===== src/rtl/cmt_pkg.sv =====
package cmt_pkg;

  typedef enum logic {
    END_BY_DUTY = 1'b0,
    END_BY_TRIP = 1'b1
  } end_cause_e;

  // on-time allowed for a period: programmed duty capped by the limit
  function automatic int unsigned eff_duty(input int unsigned duty, input int unsigned limit);
    return (duty < limit) ? duty : limit;
  endfunction

  // true once the blanking window after the rising edge has elapsed
  function automatic logic blank_over(input int unsigned idx, input int unsigned blank);
    return idx >= blank;
  endfunction

  // true when the next index would reach the on-time count
  function automatic logic duty_reached(input int unsigned idx, input int unsigned eff);
    return (idx + 1) == eff;
  endfunction

endpackage


===== src/rtl/cmt_sync.sv =====
module cmt_sync #(
  parameter int STAGES = 2
) (
  input  logic clk,
  input  logic rst_n,
  input  logic d,
  output logic q
);
  logic [STAGES-1:0] chain;

  generate
    for (genvar i = 0; i < STAGES; i++) begin : g_stage
      if (i == 0) begin : g_first
        always_ff @(posedge clk or negedge rst_n)
          if (!rst_n) chain[0] <= 1'b0;
          else        chain[0] <= d;
      end else begin : g_rest
        always_ff @(posedge clk or negedge rst_n)
          if (!rst_n) chain[i] <= 1'b0;
          else        chain[i] <= chain[i-1];
      end
    end
  endgenerate

  assign q = chain[STAGES-1];
endmodule


===== src/rtl/cmt_shadow.sv =====
module cmt_shadow #(
  parameter int CW = 8,
  parameter int BW = 4
) (
  input  logic          clk,
  input  logic          rst_n,
  input  logic          load,
  input  logic [CW-1:0] period_in,
  input  logic [CW-1:0] duty_in,
  input  logic [CW-1:0] max_duty_in,
  input  logic [BW-1:0] blank_in,
  output logic [CW-1:0] eff_next,
  output logic [CW-1:0] per_a,
  output logic [CW-1:0] eff_a,
  output logic [BW-1:0] blank_a
);
  assign eff_next = CW'(cmt_pkg::eff_duty(int'(duty_in), int'(max_duty_in)));

  always_ff @(posedge clk or negedge rst_n) begin
    if (!rst_n) begin
      per_a   <= '0;
      eff_a   <= '0;
      blank_a <= '0;
    end else if (load) begin
      per_a   <= period_in;
      eff_a   <= eff_next;
      blank_a <= blank_in;
    end
  end
endmodule


===== src/rtl/cmt_timebase.sv =====
module cmt_timebase #(
  parameter int CW = 8
) (
  input  logic          clk,
  input  logic          rst_n,
  input  logic          en,
  input  logic [CW-1:0] per_a,
  output logic [CW-1:0] cnt,
  output logic          load,
  output logic          start_o
);
  logic running;
  logic wrap;

  assign wrap = (cnt == per_a);
  assign load = en && (!running || wrap);

  always_ff @(posedge clk or negedge rst_n) begin
    if (!rst_n) begin
      cnt     <= '0;
      running <= 1'b0;
      start_o <= 1'b0;
    end else if (!en) begin
      cnt     <= '0;
      running <= 1'b0;
      start_o <= 1'b0;
    end else begin
      running <= 1'b1;
      start_o <= load;
      cnt     <= load ? '0 : cnt + 1'b1;
    end
  end

  assert_start_at_zero_R1: assert property (@(posedge clk) disable iff (!rst_n)
    start_o |-> (cnt == '0));
  assert_wrap_at_period_R1: assert property (@(posedge clk) disable iff (!rst_n)
    (start_o && $past(running)) |-> ($past(cnt) == $past(per_a)));
endmodule


===== src/rtl/cmt_pwm.sv =====
module cmt_pwm #(
  parameter int CW         = 8,
  parameter int BW         = 4,
  parameter int SYNC_DEPTH = 2
) (
  input  logic          clk,
  input  logic          rst_n,
  input  logic          en,
  input  logic [CW-1:0] period_in,
  input  logic [CW-1:0] duty_in,
  input  logic [CW-1:0] max_duty_in,
  input  logic [BW-1:0] blank_in,
  input  logic          trip_async,
  output logic          pwm_o,
  output logic          start_o,
  output logic          trip_end_o
);
  import cmt_pkg::*;

  logic [CW-1:0] cnt, per_a, eff_a, eff_next;
  logic [BW-1:0] blank_a;
  logic          load;
  logic          trip_s;
  logic          pwm_q;
  end_cause_e    cause_q;

  // named events for the checks below
  logic unblanked, trip_hit, duty_hit;

  cmt_sync #(.STAGES(SYNC_DEPTH)) u_sync (
    .clk(clk), .rst_n(rst_n), .d(trip_async), .q(trip_s)
  );

  cmt_timebase #(.CW(CW)) u_tb (
    .clk(clk), .rst_n(rst_n), .en(en), .per_a(per_a),
    .cnt(cnt), .load(load), .start_o(start_o)
  );

  cmt_shadow #(.CW(CW), .BW(BW)) u_shadow (
    .clk(clk), .rst_n(rst_n), .load(load),
    .period_in(period_in), .duty_in(duty_in), .max_duty_in(max_duty_in),
    .blank_in(blank_in), .eff_next(eff_next),
    .per_a(per_a), .eff_a(eff_a), .blank_a(blank_a)
  );

  assign unblanked = blank_over(int'(cnt), int'(blank_a));
  assign trip_hit  = pwm_q && trip_s && unblanked;
  assign duty_hit  = pwm_q && duty_reached(int'(cnt), int'(eff_a));

  always_ff @(posedge clk or negedge rst_n) begin
    if (!rst_n) begin
      pwm_q   <= 1'b0;
      cause_q <= END_BY_DUTY;
    end else if (!en) begin
      pwm_q   <= 1'b0;
    end else begin
      if (trip_hit)      cause_q <= END_BY_TRIP;
      else if (duty_hit) cause_q <= END_BY_DUTY;
      if (load) begin
        pwm_q <= (eff_next != '0);
        if (eff_next == '0) cause_q <= END_BY_DUTY;
      end else if (trip_hit || duty_hit) begin
        pwm_q <= 1'b0;
      end
    end
  end

  assign pwm_o      = pwm_q;
  assign trip_end_o = (cause_q == END_BY_TRIP);

  assert_rise_at_start_R2: assert property (@(posedge clk) disable iff (!rst_n)
    $rose(pwm_o) |-> start_o);
  assert_width_cap_R3: assert property (@(posedge clk) disable iff (!rst_n)
    pwm_o |-> (int'(cnt) < int'(eff_a)));
  assert_blank_fall_R6: assert property (@(posedge clk) disable iff (!rst_n)
    ($fell(pwm_o) && $past(en) && !start_o && (int'($past(cnt)) < int'($past(blank_a))))
      |-> (int'($past(cnt)) + 1 == int'($past(eff_a))));
  assert_cause_on_end_R8: assert property (@(posedge clk) disable iff (!rst_n)
    $rose(trip_end_o) |-> ($fell(pwm_o) || start_o));
  assert_idle_off_R10: assert property (@(posedge clk) disable iff (!rst_n)
    !en |=> (!pwm_o && !start_o));
endmodule


===== config.mk =====
export PLATFORM = sky130hd
export DESIGN_NAME = cmt_pwm
export DESIGN_NICKNAME = d
export VERILOG_FILES = /design/src/rtl/cmt_pkg.sv /design/src/rtl/cmt_sync.sv /design/src/rtl/cmt_shadow.sv /design/src/rtl/cmt_timebase.sv /design/src/rtl/cmt_pwm.sv
export SDC_FILE = /design/constraint.sdc
export NUM_CORES = 1
export LEC_CHECK = 0
export BUFFER_PORTS_ARGS = -buffer_cell sky130_fd_sc_hd__buf_2
export CORE_MARGIN = 1.5
export CORE_UTILIZATION = 50
export CTS_CLUSTER_SIZE = 10
export DETAILED_ROUTE_END_ITERATION = 10
export PLACE_DENSITY = 0.73
export SYNTH_ARGS = -nofsm -noshare
export SYNTH_HDL_FRONTEND = slang
export SYNTH_SLANG_ARGS = --single-unit
export TNS_END_PERCENT = 50

===== constraint.sdc =====
create_clock -name clk -period 1.8 [get_ports clk]
set_input_delay 0.09 -clock clk [delete_from_list [all_inputs] [get_ports clk]]
set_output_delay 0.09 -clock clk [all_outputs]
set_load 0.02 [all_outputs]

# After elaboration in Yosys (flattened, before gate mapping)
# Cells that the tools add are included.
# totals
register_bits	34
# op_classes
addsub	2
magnitude_cmp	2
eq_ne	3
muxes	12
n_reduce_logical	9
# ops
op	count
2-to-1 mux 8 bit	3
adder 8 x 1 -> 9 bit, second input constant	1
equality test 9 x 8 -> 1 bit	1
2-to-1 mux 1 bit	9
adder 8 x 1 -> 8 bit, second input constant	1
equality test 8 bit	1
greater-or-equal comparator 8 x 4 -> 1 bit	1
zero test 8 bit	1
less-than comparator 8 bit	1
nonzero test 8 bit	1
logical AND 1 bit	4
inequality test 3 x 1 -> 1 bit, second input constant	1
logical OR 1 bit	2
zero test 1 bit	1

# Depth between registers and ports, before layout
# logic_depth
ltp_word	7
mapped_depth	9
ltp_nobuf	8

# By module
# From an unflattened synthesis, not the netlist that was laid out.
# hier_totals
cells_unflattened	224
hier_area_um2	2262.2
# by_module_without_submodules
mod	n_inst	cells_each	area_per_inst_um2
cmt_shadow	1	100	1206.2
cmt_pwm	1	77	518.0
cmt_timebase	1	45	488.0
cmt_sync	1	2	50.0

# Least setup slack after synthesis
# OpenSTA, ideal clock, no wires.
# synth_timing
path_kind	register -> register
startpoint	register u_tb.cnt[5]
endpoint	register u_shadow.per_a[4]
setup_time_ps	125
arrival_ps	1564
path_slack_ps	111
path_stages_with_launch	8
n_path_buf	2
cell_sequence	dfrtp_1 buf_6 xnor2_1 nand4_1 o21ai_4 nand2_4 buf_6 mux2_4
# synth_via
elab_chain_len	3
# synth_lines
item	line	rtl
start, declared	cmt_timebase.sv:8	output logic [CW-1:0] cnt,
start signal, assigned	cmt_timebase.sv:30	cnt <= load ? '0 : cnt + 1'b1;
equality test 8 bit	cmt_timebase.sv:15	assign wrap = (cnt == per_a);
logical OR 1 bit	cmt_timebase.sv:16	assign load = en && (!running || wrap);
logical AND 1 bit	cmt_timebase.sv:16	
end signal, assigned	cmt_shadow.sv:25	per_a <= period_in;
end, declared	cmt_shadow.sv:13	output logic [CW-1:0] per_a,
# No other way between the ends.
# A chain may end at the register's enable or synchronous reset.

# Worst setup path after layout
# layout_timing
startpoint	register u_tb.cnt[0]
endpoint	register pwm_q (netlist: pwm_o)
# layout_via
elab_chain_len	5
# layout_lines
item	line	rtl
adder 8 x 1 -> 9 bit / equality test 8 bit (equally long branches)	cmt_pkg.sv:20, cmt_timebase.sv:15	
equality test 9 x 8 -> 1 bit / logical OR 1 bit (equally long branches)	cmt_pkg.sv:20, cmt_timebase.sv:16	
logical AND 1 bit (on tied branches)	cmt_pwm.sv:48, cmt_timebase.sv:16	
logical OR 1 bit / 2-to-1 mux 1 bit (equally long branches)	cmt_pwm.sv:62, cmt_pwm.sv:59	
inequality test 3 x 1 -> 1 bit (no line) / 2-to-1 mux 1 bit (equally long branches)	n/a	
end signal, assigned	cmt_pwm.sv:60	pwm_q <= (eff_next != '0);
end, declared	cmt_pwm.sv:24	logic pwm_q;
# Parallel ways exist; a longest one is shown, timed or not.

==> qor.yml <==
grt_pass1_wl_mm: 6.83
critPathMaxFanout: 4
yosysWarnings: 0
synth.most_common_cell: "dfrtp_1"
dpl.hpwl_mm: 3.27
synth_area_mm2: 0.00208
overflow: 0
endpoint_kind: "flip-flop"
hold_viol_final: 0
grt_pass1_vias: 1481
die_x_um: 67.5
core_mm2: 0.00400
io_buffers: 34
reg2regPathDepth: 6
p_int_mw: 1.38
ys_top_cells_by_area: "dfrtp_1 (41%), ha_1 (7.2%), xnor2_1 (5.9%)"
place_area_mm2: 0.00234
numCtsBuffers: 5
synthArstFlopShare_pct: 100
start_util_pct: 51.9
cts_htree_levels: 2
design_area_mm2: 0.00256
wl_per_cell_um: 15.1
nNetsFinal: 292
switchingPower_mw: 0.532
finalCritPeriodShare_pct: 100
firstDrtPassIters: 5
clockBufferDepth: 2
cts.clk_slew.worst_paths_ns: 0.07
synth_edf_count: 0
p_clk_share_pct: 30.3
min_path_cells: 2
synth_area_leader_cell: "dfrtp_1"
grt_use_met1_pct: 24.6
avgSynthCellArea_um2: 10.6
skew_ns: 0.00733
syn_inst: 196
cp-start-kind: "flip-flop"
maxSlewViolCount: 0
r2r-end: "pwm_o$_DFFE_PN0P_"
critPathKind: "reg2reg"
setup-tns-final_ns: -0.00289
use_met2_pct: 37.5
finalCriticalPeriod_ns: 1.80
p_leak_nw: 1.21
ys_types: 42
pin_count: 35
clock.fmax_mhz: 555
hold_class: "in2reg"
initialDrtViolationCount: 63
drv_cap: 0
power_density_mw_per_mm2: 745
synthesis.nets: 240
place_ws_ns: -0.0531
finalSetupViolations: 1
drc_errors: 0
die_height_um: 67.5
vias_per_cell: 5.33
antenna_found_initial: 0
grt_start_max_net_pins: 35
violations: "setup timing"
synth_common_cells: "dfrtp_1 (34), nand2_1 (17), inv_1 (14), xnor2_1 (14)"
synthToLayoutAreaGrowth_pct: 23.3
power_mw: 1.91
dieArea_mm2: 0.00455
clockRootBuffer: "clkbuf_8"
use_met3_pct: 5.00
status: "finished with violations"
layout-drive-gt1-share_pct: 33.7
worstHoldStart: "period_in[1]"
relSlewSlack_pct: 50.5
peakVddDrop_uv: 334
drt_wl_total_mm: 4.51
place.gp.congestion: 0.835
cts_tree: "yes"
r2r_slack_ns: -0.003
drtAntennaViolNets: 0
crit_required_ns: 1.98
synth_ff_type: "dfrtp_1"
grt_setup_unrepaired: "true"
swShare_pct: 27.9
grt_most_used_layer: "met2"
cp.arrival_ns: 1.98
clk_latency_ns: 0.29
synth_top_area_share_pct: 41.0
hold_end: "u_shadow.per_a[1]$_DFFE_PN0P_"
track_usage_pct: 21.1
worst_slack_ns: -0.00289
worst_slew_pin_slew_ns: 0.742
clock-sinks: 34
num_rows: 23
fin_util_pct: 64.0
vias: 1594
synth_seq_cells: 34
power_frac_seq_pct: 47.8
synth-seq-area-share_pct: 41.0
rr_startpoint: "u_tb.cnt[0]$_DFF_PN0_"
combPwrFrac_pct: 21.9
diodes: 0
==> sequential cells by signal, indices dropped and copies added, names as in the netlist <==
| signal | cells |
|---|---|
| u_shadow.eff_a | 8 |
| trip_end_o | 1 |
| u_tb.start_o | 1 |
| u_tb.cnt | 8 |
| u_tb.running | 1 |
| pwm_o | 1 |
| u_sync.q | 1 |
| u_shadow.per_a | 8 |
| u_shadow.blank_a | 4 |
| u_sync.chain | 1 |
==> cell type report <==
class	count	area (um^2)
Clock inverter	2	12.5
Timing Repair Buffer	51	315
Tap cell	50	62.6
Inverter	14	52.6
Fill cell	330	1440
Multi-Input combinational cell	142	1180
Sequential cell	34	855
Clock buffer	6	82.6
==> kinds of logic (layout without fill, tap and decap cells) <==
group / count (synthesis) / count (layout) / share of synthesized area [%]
AOI/OAI and AO/OA: 28 / 28 / 9.94
xor gates and xnor gates: 21 / 21 / 11.0
adders and majority gates: 12 / 12 / 7.23
buffers and inverters: 20 / 73 / 4.58
DFF: 34 / 34 / 41.0
muxes: 19 / 19 / 10.2
and+or+nand+nor: 62 / 62 / 16.1
==> layer usage <==
| layer | vias up | routed length, um |
|---|---|---|
| li1 | 796 | - |
| met1 | 739 | 1860 |
| met2 | 49 | 2370 |
| met3 | 10 | 202 |
| met4 | 0 | 79 |
| met5 | - | 0 |
==> layout by cell type, fill, tap and decap left out, types with 3 or more instances in the layout <==
cell / synthesis / routed
clkbuf_8: 0 / 6
buf_4: 0 / 14
mux2_4: 3 / 3
xnor2_2: 0 / 3
nor4_1: 3 / 3
mux2_2: 6 / 6
o21ai_0: 10 / 8
xor2_1: 4 / 4
o21ai_1: 4 / 6
nand2_1: 17 / 16
dfrtp_1: 34 / 31
a21oi_1: 3 / 3
buf_2: 3 / 34
nor2_1: 12 / 12
xnor2_1: 14 / 11
mux2i_1: 10 / 10
nor2b_1: 3 / 3
dfrtp_2: 0 / 3
nand3_1: 9 / 8
inv_1: 14 / 14
or4_1: 3 / 3
nand4_1: 4 / 4
ha_1: 12 / 11
==> how the worst max path moves through the flow <==
stage | endpoint | start
5_1_grt | pwm_o$_DFFE_PN0P_ | u_tb.cnt[0]$_DFF_PN0_
6_report | pwm_o$_DFFE_PN0P_ | u_tb.cnt[0]$_DFF_PN0_
3_5_place_dp | pwm_o$_DFFE_PN0P_ | u_tb.cnt[1]$_DFF_PN0_
2_1_floorplan | u_shadow.per_a[4]$_DFFE_PN0P_ | u_tb.cnt[5]$_DFF_PN0_
4_1_cts | pwm_o$_DFFE_PN0P_ | u_tb.cnt[4]$_DFF_PN0_
3_3_place_gp | pwm_o$_DFFE_PN0P_ | u_tb.cnt[1]$_DFF_PN0_
==> stage by stage <==
step	instances	hold WS (ns)
after CTS	295	0.0235
after global routing	299	0.0212
after detailed placement	284	0.197
final	299	0.0269
after global placement	284	0.199
after floorplan	196	-0.206
==> power groups by stage <==
stage                     sequential [mW]  clock, mW  combinational, mW
after floorplan                     0.908          0              0.271
after global placement              0.920          0              0.376
after detailed placement            0.922          0              0.388
after CTS                           0.909      0.595              0.396
after global routing                0.923      0.625              0.462
final                               0.912      0.577              0.418
==> worst max-delay path, cell delays in order (launching register included) <==
cell      delay [ns]
dfrtp_2         0.45
ha_4            0.27
xnor2_2         0.15
nand3_1         0.13
nor4bb_2        0.29
nand4_1         0.17
a31o_1          0.25
==> repair_timing <==
action,CTS,global route
gates resized for setup,4,9
buffers inserted,1,4
endpoints found under the hold margin,35,0
setup endpoints to repair,2,26
hold buffers,2,0
pin swaps,3,8
No activity file was read; power rests on OpenSTA's default activity.
